[src/rtl/pit_pkg.sv]
package pit_pkg;
  localparam int PIT_CH   = 2;
  localparam int PIT_ID_W = (PIT_CH > 1) ? $clog2(PIT_CH) : 1;

  typedef struct packed {
    logic [PIT_CH-1:0] load;   // capture period, clear elapsed count
    logic [PIT_CH-1:0] run;    // channel counts ticks this cycle
    logic              pop;    // remove head entry of the queue
  } pitStrobe_t;
endpackage

[src/rtl/pit_ctrl.sv]
module pit_ctrl
  import pit_pkg::*;
(
  input  logic              clk,
  input  logic              rstN,
  input  logic              runMode,
  input  logic [PIT_CH-1:0] attach,
  input  logic [PIT_CH-1:0] detach,
  input  logic [PIT_CH-1:0] periodZero,
  input  logic              globalIrqEn,
  input  logic              irqAck,
  input  logic              fifoEmpty,
  output pitStrobe_t        strobe,
  output logic              irqValid
);
  logic [PIT_CH-1:0] active;
  logic [PIT_CH-1:0] stopNow;
  logic [PIT_CH-1:0] loadNow;

  // Stopping dominates; a zero period or a low run mode rejects the attach.
  always_comb begin
    stopNow  = detach | {PIT_CH{~runMode}};
    loadNow  = attach & ~periodZero & ~stopNow;
    irqValid = ~fifoEmpty & globalIrqEn;
    strobe.load = loadNow;
    strobe.run  = active & ~stopNow & ~loadNow;
    strobe.pop  = irqValid & irqAck;
  end

  always_ff @(posedge clk or negedge rstN) begin
    if (!rstN) active <= '0;
    else       active <= (active & ~stopNow) | loadNow;
  end

  assert_run_mode_stops_R4: assert property (@(posedge clk) disable iff (!rstN)
    !runMode |=> (active == '0));

  assert_detach_stops_R4: assert property (@(posedge clk) disable iff (!rstN)
    (detach != '0) |=> ((active & $past(detach)) == '0));

  assert_zero_attach_ignored_R5: assert property (@(posedge clk) disable iff (!rstN)
    ((attach & periodZero & ~active) != '0) |=> ((active & $past(attach & periodZero & ~active)) == '0));

  assert_pop_needs_enable_R6: assert property (@(posedge clk) disable iff (!rstN)
    !globalIrqEn |-> !irqValid);
endmodule

[src/rtl/pit_datapath.sv]
module pit_datapath
  import pit_pkg::*;
#(
  parameter int PERIOD_W = 8,
  parameter int DEPTH    = 4
) (
  input  logic                clk,
  input  logic                rstN,
  input  logic                tickMs,
  input  logic                periodWrEn,
  input  logic [PIT_ID_W-1:0] periodWrSel,
  input  logic [PERIOD_W-1:0] periodWrData,
  input  pitStrobe_t          strobe,
  output logic [PIT_CH-1:0]   periodZero,
  output logic                fifoEmpty,
  output logic [PIT_ID_W-1:0] headId,
  output logic                overflow
);
  localparam int PTR_W = (DEPTH > 1) ? $clog2(DEPTH) : 1;
  localparam int CNT_W = $clog2(DEPTH + 1);

  logic [PIT_CH-1:0] expire;

  // ---------------- per-channel timers ----------------
  for (genvar c = 0; c < PIT_CH; c++) begin : g_chan
    logic [PERIOD_W-1:0] periodReg;
    logic [PERIOD_W-1:0] workPeriod;
    logic [PERIOD_W-1:0] elapsed;
    logic                hit;

    assign hit          = (elapsed + 1'b1) == workPeriod;
    assign expire[c]    = strobe.run[c] & tickMs & hit;
    assign periodZero[c] = (periodReg == '0);

    always_ff @(posedge clk or negedge rstN) begin
      if (!rstN) periodReg <= '0;
      else if (periodWrEn && periodWrSel == PIT_ID_W'(c)) periodReg <= periodWrData;
    end

    always_ff @(posedge clk or negedge rstN) begin
      if (!rstN) begin
        workPeriod <= '0;
        elapsed    <= '0;
      end else if (strobe.load[c]) begin
        workPeriod <= periodReg;
        elapsed    <= '0;
      end else if (strobe.run[c] && tickMs) begin
        elapsed <= hit ? '0 : elapsed + 1'b1;
      end
    end

    assert_run_nonzero_R5: assert property (@(posedge clk) disable iff (!rstN)
      strobe.run[c] |-> (workPeriod != '0));

    assert_elapsed_in_range_R2: assert property (@(posedge clk) disable iff (!rstN)
      strobe.run[c] |-> (elapsed < workPeriod));
  end

  // ---------------- pending queue ----------------
  logic [PIT_ID_W-1:0] slots [DEPTH];
  logic [PTR_W-1:0]    rdPtr, wrPtr;
  logic [CNT_W-1:0]    fill;
  logic [PIT_CH-1:0]   pushMask;
  logic [PTR_W-1:0]    pushIdx [PIT_CH];
  logic                dropAny;
  int                  accepted;

  // Channels are visited in index order, so channel 0 takes the earlier slot.
  always_comb begin
    int space;
    space    = DEPTH - int'(fill) + (strobe.pop ? 1 : 0);
    accepted = 0;
    dropAny  = 1'b0;
    for (int c = 0; c < PIT_CH; c++) begin
      pushMask[c] = 1'b0;
      pushIdx[c]  = wrPtr + PTR_W'(accepted);
      if (expire[c]) begin
        if (accepted < space) begin
          pushMask[c] = 1'b1;
          accepted    = accepted + 1;
        end else begin
          dropAny = 1'b1;
        end
      end
    end
  end

  always_ff @(posedge clk) begin
    for (int c = 0; c < PIT_CH; c++)
      if (pushMask[c]) slots[pushIdx[c]] <= PIT_ID_W'(c);
  end

  always_ff @(posedge clk or negedge rstN) begin
    if (!rstN) begin
      rdPtr    <= '0;
      wrPtr    <= '0;
      fill     <= '0;
      overflow <= 1'b0;
    end else begin
      wrPtr <= wrPtr + PTR_W'(accepted);
      if (strobe.pop) rdPtr <= rdPtr + 1'b1;
      fill  <= CNT_W'(int'(fill) + accepted - (strobe.pop ? 1 : 0));
      if (dropAny) overflow <= 1'b1;
    end
  end

  assign fifoEmpty = (fill == '0);
  assign headId    = slots[rdPtr];

  assert_fill_bounded_R8: assert property (@(posedge clk) disable iff (!rstN)
    fill <= CNT_W'(DEPTH));

  assert_overflow_sticky_R8: assert property (@(posedge clk) disable iff (!rstN)
    overflow |=> overflow);

  assert_head_stable_R9: assert property (@(posedge clk) disable iff (!rstN)
    (!fifoEmpty && !strobe.pop) |=> $stable(headId));
endmodule

[src/rtl/periodic_irq_timer.sv]
module periodic_irq_timer
  import pit_pkg::*;
#(
  parameter int PERIOD_W    = 8,
  parameter int QUEUE_DEPTH = 4
) (
  input  logic                clk,
  input  logic                rstN,
  input  logic                tickMs,
  input  logic                runMode,
  input  logic                periodWrEn,
  input  logic [PIT_ID_W-1:0] periodWrSel,
  input  logic [PERIOD_W-1:0] periodWrData,
  input  logic [PIT_CH-1:0]   attach,
  input  logic [PIT_CH-1:0]   detach,
  input  logic                globalIrqEn,
  input  logic                irqAck,
  output logic                irqValid,
  output logic [PIT_ID_W-1:0] irqId,
  output logic                overflow
);
  pitStrobe_t        strobe;
  logic [PIT_CH-1:0] periodZero;
  logic              fifoEmpty;

  pit_ctrl u_ctrl (
    .clk(clk), .rstN(rstN), .runMode(runMode), .attach(attach), .detach(detach),
    .periodZero(periodZero), .globalIrqEn(globalIrqEn), .irqAck(irqAck),
    .fifoEmpty(fifoEmpty), .strobe(strobe), .irqValid(irqValid)
  );

  pit_datapath #(.PERIOD_W(PERIOD_W), .DEPTH(QUEUE_DEPTH)) u_datapath (
    .clk(clk), .rstN(rstN), .tickMs(tickMs), .periodWrEn(periodWrEn),
    .periodWrSel(periodWrSel), .periodWrData(periodWrData), .strobe(strobe),
    .periodZero(periodZero), .fifoEmpty(fifoEmpty), .headId(irqId),
    .overflow(overflow)
  );
endmodule

[config.mk]
export PLATFORM = sky130hd
export DESIGN_NAME = periodic_irq_timer
export DESIGN_NICKNAME = d
export VERILOG_FILES = /design/src/rtl/pit_pkg.sv /design/src/rtl/pit_ctrl.sv /design/src/rtl/pit_datapath.sv /design/src/rtl/periodic_irq_timer.sv
export SDC_FILE = /design/constraint.sdc
export NUM_CORES = 1
export LEC_CHECK = 0
export BUFFER_PORTS_ARGS = -buffer_cell sky130_fd_sc_hd__buf_2
export CORE_ASPECT_RATIO = 1.1
export CORE_MARGIN = 1
export CORE_UTILIZATION = 40
export DETAILED_ROUTE_END_ITERATION = 8
export PLACE_DENSITY = 0.62
export SLEW_MARGIN = 20
export SYNTH_ARGS = -nofsm -noshare
export SYNTH_HDL_FRONTEND = slang
export SYNTH_SLANG_ARGS = --single-unit
[constraint.sdc]
create_clock -name clk -period 3.8 [get_ports clk]
set_clock_uncertainty 0.2 [all_clocks]
set_input_delay 0 -clock clk [delete_from_list [all_inputs] [get_ports clk]]
set_output_delay 0 -clock clk [all_outputs]
set_load 0.1 [all_outputs]
# Word-level counts from Yosys, hierarchy flattened
# Memories as Yosys holds them, arrays and structs flattened.
# Index checks and enable logic that the tools add are counted.
[classes]
add_sub_neg = 10
order_cmp = 2
eq_ne = 2
n_mux = 23
bitwise = 18
reduce_logical = 9
[op_table]
columns = ["op", "n"]
rows = [
  ["2-to-1 mux 8 bit", 6],
  ["adder 32 bit", 1],
  ["less-than comparator 1 x 32 -> 1 bit (first input constant)", 1],
  ["less-than comparator 2 x 32 -> 1 bit", 1],
  ["adder 8 x 1 -> 8 bit (second input constant)", 2],
  ["equality test 8 bit", 2],
  ["zero test 8 bit", 2],
  ["2-to-1 mux 1 bit", 15],
  ["AND 2 bit", 4],
  ["AND 1 bit", 6],
  ["2-to-1 mux 3 bit", 2],
  ["inverter 2 bit", 3],
  ["adder 2 bit", 2],
  ["logical AND 1 bit", 4],
  ["bitwise OR 2 bit", 2],
  ["nonzero test 2 bit", 2],
  ["subtractor 3 x 3 -> 4 bit (first input constant)", 1],
  ["adder 3 bit", 1],
  ["zero test 3 bit", 1],
  ["inverter 1 bit", 3],
  ["subtractor 3 bit", 1],
  ["adder 1 x 1 -> 2 bit (second input constant)", 1],
  ["adder 2 x 1 -> 2 bit (second input constant)", 1],
]
[word_totals]
reg_bits = 58
ramBits = 4
input_bits = 20
out_inout_bits = 3
wordCells = 76
memories = 1
[mem_list]
columns = ["memory", "words", "width", "rd", "rd_clocked_by_memory_dff", "wr", "line_no", "rtl"]
rows = [
  ["u_datapath.slots", 4, 1, 1, 0, 2, "pit_datapath.sv:60", "logic [PIT_ID_W-1:0] slots [DEPTH];"],
]

# Depth between registers and ports, before layout
# Gate-level depths: netlist of run 1.
[logic_depth]
word_depth = 14
depth_mapped = 20
mapped_depth_nobuf = 20

# By module
# A second synthesis of run 1 with hierarchy kept.
[hier_totals]
cells_unflattened = 334
hier_area_um2 = 3488.3
[modules_own_cells]
columns = ["module", "instances", "cells_each", "area_per_inst_um2", "seq_area_each_um2"]
rows = [
  ["pit_datapath", 1, 318, 3348.2, 1481.4],
  ["pit_ctrl", 1, 16, 140.1, 50.0],
]

# Worst setup path before layout of run 1
# Ideal clock, no wire load.
[synth_timing]
path_kind = "register to register"
startpoint = "reg u_datapath.fill[0]"
endpoint = "reg u_datapath.fill[2]"
setup_time_ns = 0.080
t_arrival_ns = 5.234
required_time_ns = 3.520
path_slack_ns = -1.714
path_stages_with_launch = 19
path_cell_list = "dfrtp_1 inv_1 ha_1 ha_1 nor2b_1 and2_1 ha_1 and3b_2 nand2_1 ha_1 and4_2 nand4_1 o2111a_2 ha_1 mux2_2 ha_1 fa_1 xnor2_1 xnor2_1"
[synth_via]
elab_chain_len = 14
word_cells_on_any_way = 16
cone_classes = "add/sub (5); order compare (2); mux (5); bitwise (3); reduce/logical (1)"
[synth_lines]
columns = ["element", "line_no", "rtl"]
rows = [
  ["start: declaration", "pit_datapath.sv:62", "logic [CNT_W-1:0] fill;"],
  ["start signal: assignment", "pit_datapath.sv:102", "fill <= CNT_W'(int'(fill) + accepted - (strobe.pop ? 1 : 0));"],
  ["zero test 3 bit (*)", "pit_datapath.sv:107", "assign fifoEmpty = (fill == '0);"],
  ["inverter 1 bit (*)", "pit_ctrl.sv:24", "irqValid = ~fifoEmpty & globalIrqEn;"],
  ["AND 1 bit (*)", "pit_ctrl.sv:24", ""],
  ["named net irqValid", "periodic_irq_timer.sv:18", "output logic irqValid,"],
  ["AND 1 bit (*)", "pit_ctrl.sv:27", "strobe.pop = irqValid & irqAck;"],
  ["2-to-1 mux 1 bit (*)", "pit_datapath.sv:71, pit_datapath.sv:102", ""],
  ["adder 32 bit", "pit_datapath.sv:71", "space = DEPTH - int'(fill) + (strobe.pop ? 1 : 0);"],
  ["less-than comparator 1 x 32 -> 1 bit", "pit_datapath.sv:78", "if (accepted < space) begin"],
  ["2-to-1 mux 1 bit", "pit_datapath.sv:78", ""],
  ["2-to-1 mux 1 bit", "pit_datapath.sv:77", "if (expire[c]) begin"],
  ["less-than comparator 2 x 32 -> 1 bit or adder 1 x 1 -> 2 bit (tied branches)", "pit_datapath.sv:78, pit_datapath.sv:80", ""],
  ["2-to-1 mux 3 bit", "pit_datapath.sv:78", ""],
  ["2-to-1 mux 3 bit", "pit_datapath.sv:77", ""],
  ["adder 3 bit", "pit_datapath.sv:102", ""],
  ["subtractor 3 bit (*)", "pit_datapath.sv:102", ""],
]
# The timed path passes the listed nets; every way through them passes the cells marked *.
# A chain may end at the register's enable or synchronous reset.

# Worst setup path after layout of run 1
[layout_timing]
startpoint = "reg u_datapath.fill[1]"
endpoint = "reg u_datapath.fill[2]"
[layout_via]
elab_chain_len = 14
word_cells_on_any_way = 16
cone_classes = "add/sub (5); order compare (2); mux (5); bitwise (3); reduce/logical (1)"
[layout_lines]
columns = ["element", "line_no"]
rows = [
  ["zero test 3 bit", "pit_datapath.sv:107"],
  ["inverter 1 bit", "pit_ctrl.sv:24"],
  ["AND 1 bit", "pit_ctrl.sv:24"],
  ["AND 1 bit", "pit_ctrl.sv:27"],
  ["2-to-1 mux 1 bit", "pit_datapath.sv:71, pit_datapath.sv:102"],
  ["adder 32 bit", "pit_datapath.sv:71"],
  ["less-than comparator 1 x 32 -> 1 bit", "pit_datapath.sv:78"],
  ["2-to-1 mux 1 bit", "pit_datapath.sv:78"],
  ["2-to-1 mux 1 bit", "pit_datapath.sv:77"],
  ["less-than comparator 2 x 32 -> 1 bit or adder 1 x 1 -> 2 bit (tied branches)", "pit_datapath.sv:78, pit_datapath.sv:80"],
  ["2-to-1 mux 3 bit", "pit_datapath.sv:78"],
  ["2-to-1 mux 3 bit", "pit_datapath.sv:77"],
  ["adder 3 bit", "pit_datapath.sv:102"],
  ["subtractor 3 bit (*)", "pit_datapath.sv:102"],
]
# Mark *: on every way between the ends. The rest lies on a longest branch, timed or not.

==> results of run 1 <==
[kinds of logic after synthesis]
logic type | Yosys count | share of synthesized area, %
flip-flops | 62 | 43.4
multiplexers | 35 | 11.5
adder cells (fa/ha/maj) | 18 | 6.60
AO/OA/AOI/OAI | 63 | 13.4
buffers and inverters | 29 | 3.73
XOR/XNOR | 29 | 7.63
AND/OR/NAND/NOR | 84 | 13.8
[routing by layer]
metal	track usage (%)	up-vias	wire length (µm)
li1	-	1296	-
met1	22.5	1255	3430
met2	29.6	35	3610
met3	4.07	6	216
met4	5.74	0	73
met5	0	-	0
[Yosys cell counts (3+ instances only)]
master    number
or4_1          3
and2_1         4
nand2_1       26
o21bai_1       5
nor2_1         8
a41o_1         4
o21ai_0       13
dfrtp_1       58
ha_1          17
mux2_2        33
nand4b_1       3
a31oi_1        5
nand3_1        8
dfxtp_1        4
a21oi_1        9
xor2_1        11
clkbuf_1       3
and3_1         3
nor2b_1        4
inv_1         19
a211oi_1       4
and4_1         3
xnor2_1       17
buf_2          4
[registers in the layout (all words and copies together), names as in the netlist]
signal / cells
u_ctrl.active: 2
u_datapath.g_chan.elapsed: 16
u_datapath.g_chan.workPeriod: 16
u_datapath.wrPtr: 2
u_datapath.overflow: 1
u_datapath.g_chan.periodReg: 16
u_datapath.slots: 4
u_datapath.rdPtr: 2
u_datapath.fill: 3
[layout make-up]
class	instances	share of cell area, %
clock buffer	9	2.82
clock inverter	7	2.73
inverter	19	1.62
multi-input combinational	229	45.8
sequential	62	34.9
tap	111	3.16
timing repair buffer	55	9.00
[worst max-delay path, cell delays in order, from the launching register on]
cell and delay, ns:
dfrtp_1 0.35, inv_2 0.06, ha_4 0.16, ha_4 0.15
nor2b_4 0.09, and2_4 0.16, ha_4 0.12, and3b_2 0.20
nand2_2 0.07, ha_4 0.29, and4_4 0.22, nand4_1 0.11
o2111a_2 0.30, ha_4 0.21, mux2_4 0.28, ha_4 0.16
fa_2 0.34, xnor2_2 0.14, xnor2_1 0.12
[report_power, final]
group          internal, mW  switching (mW)  total, mW  leakage, nW
clock network         0.439           0.275      0.714        0.120
registers             0.766          0.0849      0.851        0.761
logic                 0.427           0.388      0.815         1.01
[placed cells by master (no fill, tap or decap), types with 4 or more instances in the layout]
cell / netlist / routed
nand3_1: 8 / 7
dfxtp_1: 4 / 4
mux2_2: 33 / 32
nor2_1: 8 / 8
o21bai_1: 5 / 4
dlygate4sd3_1: 0 / 16
a41o_1: 4 / 4
buf_2: 4 / 23
a21oi_1: 9 / 9
xnor2_1: 17 / 16
ha_4: 0 / 6
dfrtp_1: 58 / 58
inv_1: 19 / 17
xor2_1: 11 / 11
a31oi_1: 5 / 5
ha_1: 17 / 10
clkbuf_8: 1 / 9
nand2_1: 26 / 25
a211oi_1: 4 / 4
o21ai_0: 13 / 13
buf_4: 2 / 16
[through the flow]
step	hold WS, ns	setup slack, ns	instance area, µm²	setup TNS (ns)
after floorplan	-0.496	-0.635	3630	-1.62
after global placement	-0.196	-0.00108	3910	-0.00108
after detailed placement	-0.196	-0.116	3910	-0.116
after CTS	0.0310	-0.0651	4380	-0.0651
after global routing	0.0446	-0.196	4390	-0.287
final	0.0395	-0.0520	4390	-0.0520
[final timing paths]
check                                    from                         endpoint  slack (ns)  depth (start not counted)
max                        u_datapath.fill[1]               u_datapath.fill[2]       -0.05                         18
min                               globalIrqEn              u_datapath.rdPtr[0]        0.04                          5
max reg2reg                u_datapath.fill[1]               u_datapath.fill[2]       -0.05                         18
min reg2reg                  u_ctrl.active[0]                 u_ctrl.active[0]        0.27                          2
max in group asynchronous                rstN  u_datapath.g_chan[0].elapsed[0]        2.98                          3
min in group asynchronous                rstN  u_datapath.g_chan[1].elapsed[7]        0.06                          3
[repair_timing]
action,CTS,global route
endpoints found under the hold margin,53,0
gates resized for setup,6,3
setup endpoints to repair,1,3
buffers inserted,4,0
pin swaps,9,4
hold buffers,17,0
==> metrics.cfg, run 1 <==
[detailed_routing]
routed_wl_mm=7.33
vias=2592
firstDrtPassIters=4
viasPerCell=5.27
post_drt_wl_per_cell_um=14.9
ant_nets=0
drc_errors=0
drt_iter0_drc=83

[cells_and_area]
final_nets=414
fin_cells=492
drive_gt1_share_pct=32.0
fillers=757
multi_input_area_um2=2010
seq_area_um2=1530
utilization_pct=52.0
syn2layout_area_growth_pct=24.6
n_antenna_cell=0

[worst_setup_path]
cp.arrival_ns=3.88
end_kind=flip-flop
worstSetupStartpointType=flip-flop
crit_fanout=3
crit_required_ns=3.82
critical_path_class=flip-flop to flip-flop

[grt]
gr-total-overflow=0
grt_usage_pct=17.6
grt_max_degree=36
antenna_found_initial=0
grt_pass1_vias=2676
grt_pass1_wl_mm=12.7

[synthesis]
synth_top_cell_area_share_pct=41.2
synthDistinctLibCells=65
syn-num-nets=358
synthFlopType=dfrtp_1
synth_area_per_cell_um2=11.0
netlist_instances=320
synth.area.top_cells=dfrtp_1 (41%), mux2_2 (11%), ha_1 (6.0%)
async_flop_share_pct=93.5
synth_top_area_cell=dfrtp_1
ys_ff_latch=62
synth-seq-area-share_pct=43.4
yosys_warnings=0
synth_edf_count=0
synth_area_um2=3530

[floorplanning]
core_um2=8450
die_x_um=91.5
fp-row-count=35
start_util_pct=41.7
dieArea_um2=9190
fp.dieH_um=100
pin_count=23

[sta]
slew_violations=0
grt_setup_unrepaired=true
setup_viol=1
setup_slack_ns=-0.0520
fin_crit_sh_pct=101
fmax_ghz=0.260
hold_viol=0
slew_headroom_pct=53.7
fin_crit_ns=3.85
tightestPinTransition_ns=0.693

[placement]
routabilityCongestion=0.879
hpwlAfterDp_mm=5.25
numPortBuffers=22
place_inst=455

[clock_tree]
cts_buffers=9
numClockSinks=62
cts_root_buf=clkbuf_8
cts_htree_levels=3
cts.path.max_buffers=2
clk_latency_ns=0.34
cts_tree=done
clkTransAtPathRegs_ns=0.07

[power_and_ir_drop]
p_leak_nw=1.89
power_density_nw_per_um2=542
p_total_mw=2.38
vdd_drop_max_uv=286

[flow_run]
drv_cap=0

[outcome]
status=finished, violations left
violations=setup timing

[min_path]
hold_class=input pin to flip-flop

Power figures use the tool's default switching activity.
==> inputs of run 2 (changes only) <==
CORE_UTILIZATION = 50   (was 40)
PLACE_DENSITY = 0.73   (was 0.62)
==> run 2 against run 1 <==
Against the previous run: the flow still finishes with violations (setup timing); sequential power barely moved; via count rose by 2.6%; combinational power up 2.8%; setup slack worse by 0.0012 ns; cell count shrank 4.5%; utilization rose by 14 points; die area decreased by 20%; total power is 1.4% lower; critical endpoint unchanged.
==> metrics.cfg, run 2 (synthesis gave the netlist of run 1 again) <==
[outcome]
status=finished, violations left
violations=setup timing

[cells_and_area]
final_nets=421
seq_area_um2=1530
n_antenna_cell=0
multi_input_area_um2=2030
layout_common_cells=dfrtp_1 (58), mux2_2 (32), nand2_1 (25), buf_2 (22), buf_4 (21)
fillers=504
reg_top3=u_datapath.g_chan.elapsed x16, u_datapath.g_chan.periodReg x16, u_datapath.g_chan.workPeriod x16
final_common_cell=dfrtp_1
drive_gt1_share_pct=33.2
syn2layout_area_growth_pct=25.2

[clock_tree]
cts_htree_levels=3
cts.path.max_buffers=2
cts_tree=done
cts_buffers=9
clk_latency_ns=0.35
cts_root_buf=clkbuf_8
clkTransAtPathRegs_ns=0.08
numClockSinks=62

[floorplanning]
core_um2=6710
start_util_pct=52.5
die_x_um=82.1
dieArea_um2=7390
fp-row-count=31
pin_count=23
fp.dieH_um=90.1

[worst_setup_path]
crit_required_ns=3.83
cp.arrival_ns=3.89
reg2reg_to=u_datapath.fill[2]
rr_startpoint=u_datapath.fill[0]
crit_fanout=3
critical_path_class=flip-flop to flip-flop
endpoint=u_datapath.fill[2]
ff2ff_setup_slack_ns=-0.05
worstSetupStartpointType=flip-flop
end_kind=flip-flop
setup.worst_path.start=u_datapath.fill[0]
reg2reg_depth=18

[power_and_ir_drop]
vdd_drop_max_uv=306
p_leak_nw=1.91
power_density_nw_per_um2=532
p_total_mw=2.35

[min_path]
hold_class=input pin to flip-flop

[detailed_routing]
post_drt_wl_per_cell_um=16.1
ant_nets=0
vias=2660
viasPerCell=5.66
drt_iter0_drc=136
drc_errors=0
firstDrtPassIters=4
routed_wl_mm=7.55

[sta]
holdWs_ns=0.0536
slew_headroom_pct=49.8
fin_crit_sh_pct=101
setup_slack_ns=-0.0533
fmax_ghz=0.260
fin_crit_ns=3.85
tightestPinTransition_ns=0.753
slew_violations=0
grt_setup_unrepaired=true
hold_viol=0
setup_viol=1

[placement]
pre_cts_ws_ns=-0.117
hpwlAfterDp_mm=5.16
numPortBuffers=22
routabilityCongestion=0.855

[grt]
grt_usage_pct=22.9
gr-total-overflow=0
grt_pass1_vias=2858
grt_pass1_wl_mm=12.9
grt_max_degree=59
antenna_found_initial=0

[flow_run]
drv_cap=0

[run 2: final cells by class]
type	count	share of cell area, %
Multi-Input combinational cell	229	46.0
Sequential cell	62	34.7
Timing Repair Buffer	62	10.4
Clock buffer	9	2.81
Tap cell	82	2.32
Clock inverter	7	2.21
Inverter	19	1.62
[run 2: worst min path at each step]
stage	cells after the start	slack, ns	endpoint	start
finish	5	0.05	u_datapath.g_chan[1].elapsed[5]	tickMs
global route	5	0.08	u_datapath.rdPtr[0]	globalIrqEn
CTS	5	0.04	u_datapath.g_chan[1].elapsed[5]	tickMs
detailed placement	2	-0.001	u_datapath.g_chan[1].elapsed[6]	rstN
global placement	2	-0.01	u_datapath.g_chan[1].elapsed[6]	rstN
floorplan	0	-0.50	u_ctrl.active[0]	rstN
[run 2: metrics by stage]
stage	std cells	setup TNS (ns)	util, %	instance area, µm²
4_1_cts	467	-0.0463	64.7	4340
3_5_place_dp	427	-0.117	57.8	3880
3_3_place_gp	427	0	57.8	3880
2_1_floorplan	320	-1.62	-	3630
5_1_grt	470	-0.380	65.8	4410
6_report	470	-0.0533	65.8	4410
[run 2: timing repair]
item	in CTS	in global routing
gates resized for setup	4	7
setup buffers	5	3
hold endpoints to repair	80	0
setup endpoints to repair	1	3
pin swaps	9	5
hold buffers	19	0
gates cloned	0	0
[run 2: where the power goes]
part           internal (mW)  switching (mW)
logic                  0.443           0.395
clock network          0.371           0.284
registers              0.766          0.0869
total                   1.58           0.766
[run 2: routing by layer]
layer | part of all wire (%) | up-vias | track usage, %
li1 | - | 1301 | -
met1 | 46 | 1297 | 30.2
met2 | 49 | 51 | 36.2
met3 | 3.7 | 11 | 6.19
met4 | 1.4 | 0 | 6.87
met5 | 0 | - | 0
[run 2: critical path: stages, from the launching register on]
cell      delay (ns)
dfrtp_1         0.36
inv_2           0.05
ha_4            0.15
ha_4            0.15
nor2b_4         0.10
and2_4          0.17
ha_4            0.13
and3b_2         0.22
nand2_2         0.08
ha_4            0.28
and4_4          0.20
nand4_1         0.10
o2111a_2        0.30
ha_4            0.21
mux2_4          0.28
ha_4            0.16
fa_2            0.35
xnor2_2         0.14
xnor2_1         0.12
==> inputs of run 3 (changes only) <==
GPL_TIMING_DRIVEN = 0   (was default)
==> run 3 against run 2 <==
Against the previous run: the flow still finishes with violations (setup timing); critical path depth unchanged; maximum frequency decreased by 1.0%; non-clock buffer count is 8 lower; die area unchanged; clock-buffer cell count increased by 1; setup slack got worse by 0.040 ns; cell count down 1.9%; clock power fell by 13%; combinational power shrank 8.5%; hold slack improved by 0.00077 ns; critical path type unchanged; highest routed layer unchanged.
==> metrics.cfg, run 3 (synthesis gave the netlist of run 1 again) <==
[outcome]
status=finished, violations left
violations=setup timing

[flow_run]
drv_cap=0

[sta]
setup_slack_ns=-0.0933
fin_crit_sh_pct=102
tightestPinTransition_ns=0.747
hold_viol=0
setup_tns_ns=-0.0933
fmax_ghz=0.257
grt_setup_unrepaired=true
setup_viol=1
slew_violations=0
holdWs_ns=0.0543
fin_crit_ns=3.89
slew_headroom_pct=50.2

[clock_tree]
cts_tree=done
numClockSinks=62
clk_latency_ns=0.34
cts_buffers=9
cts_htree_levels=3
clkTransAtPathRegs_ns=0.07
cts.path.max_buffers=2
cts_root_buf=clkbuf_8

[detailed_routing]
drt_iter0_drc=114
firstDrtPassIters=6
ant_nets=0
wl_met3_um=151
route.met2.wl_mm=3.39
vias=2607
routed_wl_mm=7.09
drc_errors=0
top_layer_used=met4
viasPerCell=5.66
post_drt_wl_per_cell_um=15.4
met1_length_mm=3.44

[grt]
gr-total-overflow=0
grt_pass1_wl_mm=11.9
grt_usage_pct=21.1
antenna_found_initial=0
grt_max_degree=59
grt_pass1_vias=2565

[cells_and_area]
final_area_um2=4290
utilization_pct=63.9
syn2layout_area_growth_pct=21.6
seq_area_um2=1530
drive_gt1_share_pct=30.9
fin_cells=461
n_antenna_cell=0
reg_top3=u_datapath.g_chan.elapsed x16, u_datapath.g_chan.periodReg x16, u_datapath.g_chan.workPeriod x16
final_nets=413
fillers=545
final_common_cell=dfrtp_1
multi_input_area_um2=2020
layout_common_cells=dfrtp_1 (58), mux2_2 (32), nand2_1 (26), buf_2 (25), inv_1 (17)

[floorplanning]
pin_count=23
dieArea_um2=7390
die_x_um=82.1
core_um2=6710
fp-row-count=31
start_util_pct=52.5
fp.dieH_um=90.1

[power_and_ir_drop]
power_density_nw_per_um2=510
p_total_mw=2.19
vdd_drop_max_uv=306
p_leak_nw=1.84

[placement]
hpwlAfterDp_mm=4.87
place_inst=424
pre_cts_ws_ns=-0.318
numPortBuffers=22
placed_cell_area_um2=3840
routabilityCongestion=0.860

[worst_setup_path]
crit_required_ns=3.83
worstSetupStartpointType=flip-flop
critical_path_class=flip-flop to flip-flop
crit_fanout=4
cp.arrival_ns=3.92
end_kind=flip-flop

[min_path]
hold_class=input pin to flip-flop

-- run 3: cell types whose count changed in the layout (fill, tap and decap cells not counted), sizes merged --
cell / change
clkinv: -1
buf: -8
inv: -1
clkinvlp: +1
clkbuf: +5
bufinv: -1
dlygate4sd3: -4
-- run 3: timing repair --
action / 4_1_cts / 5_1_grt
hold buffers: 15 / 0
pin swaps: 9 / 7
setup buffers: 7 / 0
endpoints found under the hold margin: 78 / 0
gates resized for setup: 6 / 4
endpoints found under the setup margin: 3 / 3
-- run 3: power breakdown --
group / total [mW] / switching (mW) / internal [mW]
Sequential: 0.853 / 0.0863 / 0.766
Combinational: 0.767 / 0.380 / 0.387
Clock: 0.567 / 0.267 / 0.300
-- run 3: area by class of cell --
| class | instances | share of cell area [%] |
|---|---|---|
| multi-input cells | 229 | 47.1 |
| flip-flops and latches | 62 | 35.7 |
| repair buffers | 44 | 7.36 |
| clock buffers | 10 | 2.98 |
| well taps | 82 | 2.39 |
| inverters | 19 | 1.66 |
| clock inverters | 5 | 1.43 |
| plain buffers | 10 | 1.40 |
-- run 3: per-layer routing --
metal  global-route usage, %  up-vias
met4                    7.89        0
met5                       0        -
met3                    3.35       13
li1                        -     1276
met2                    33.2       31
met1                    28.8     1287
-- run 3: critical path, stage by stage, from the launching register on --
cell,delay [ns]
dfrtp_1,0.36
inv_2,0.06
ha_4,0.15
ha_4,0.15
nor2b_4,0.10
and2_4,0.18
ha_4,0.13
and3b_2,0.20
nand2_1,0.06
ha_1,0.30
and4_4,0.22
nand4_1,0.10
o2111a_2,0.30
ha_4,0.21
mux2_4,0.27
ha_4,0.16
fa_2,0.36
xnor2_2,0.15
xnor2_1,0.12
-- run 3: worst paths after layout --
check                              startpoint                         endpoint  slack, ns  depth (start not counted)
setup reg to reg           u_datapath.fill[0]               u_datapath.fill[2]      -0.09                         18
max in group asynchronous                rstN  u_datapath.g_chan[0].elapsed[0]       2.84                          2
setup / recovery           u_datapath.fill[0]               u_datapath.fill[2]      -0.09                         18
min in group asynchronous                rstN  u_datapath.g_chan[1].elapsed[7]       0.07                          2
hold reg to reg            u_datapath.fill[2]               u_datapath.fill[2]       0.28                          1
hold / removal                    globalIrqEn              u_datapath.rdPtr[0]       0.05                          5
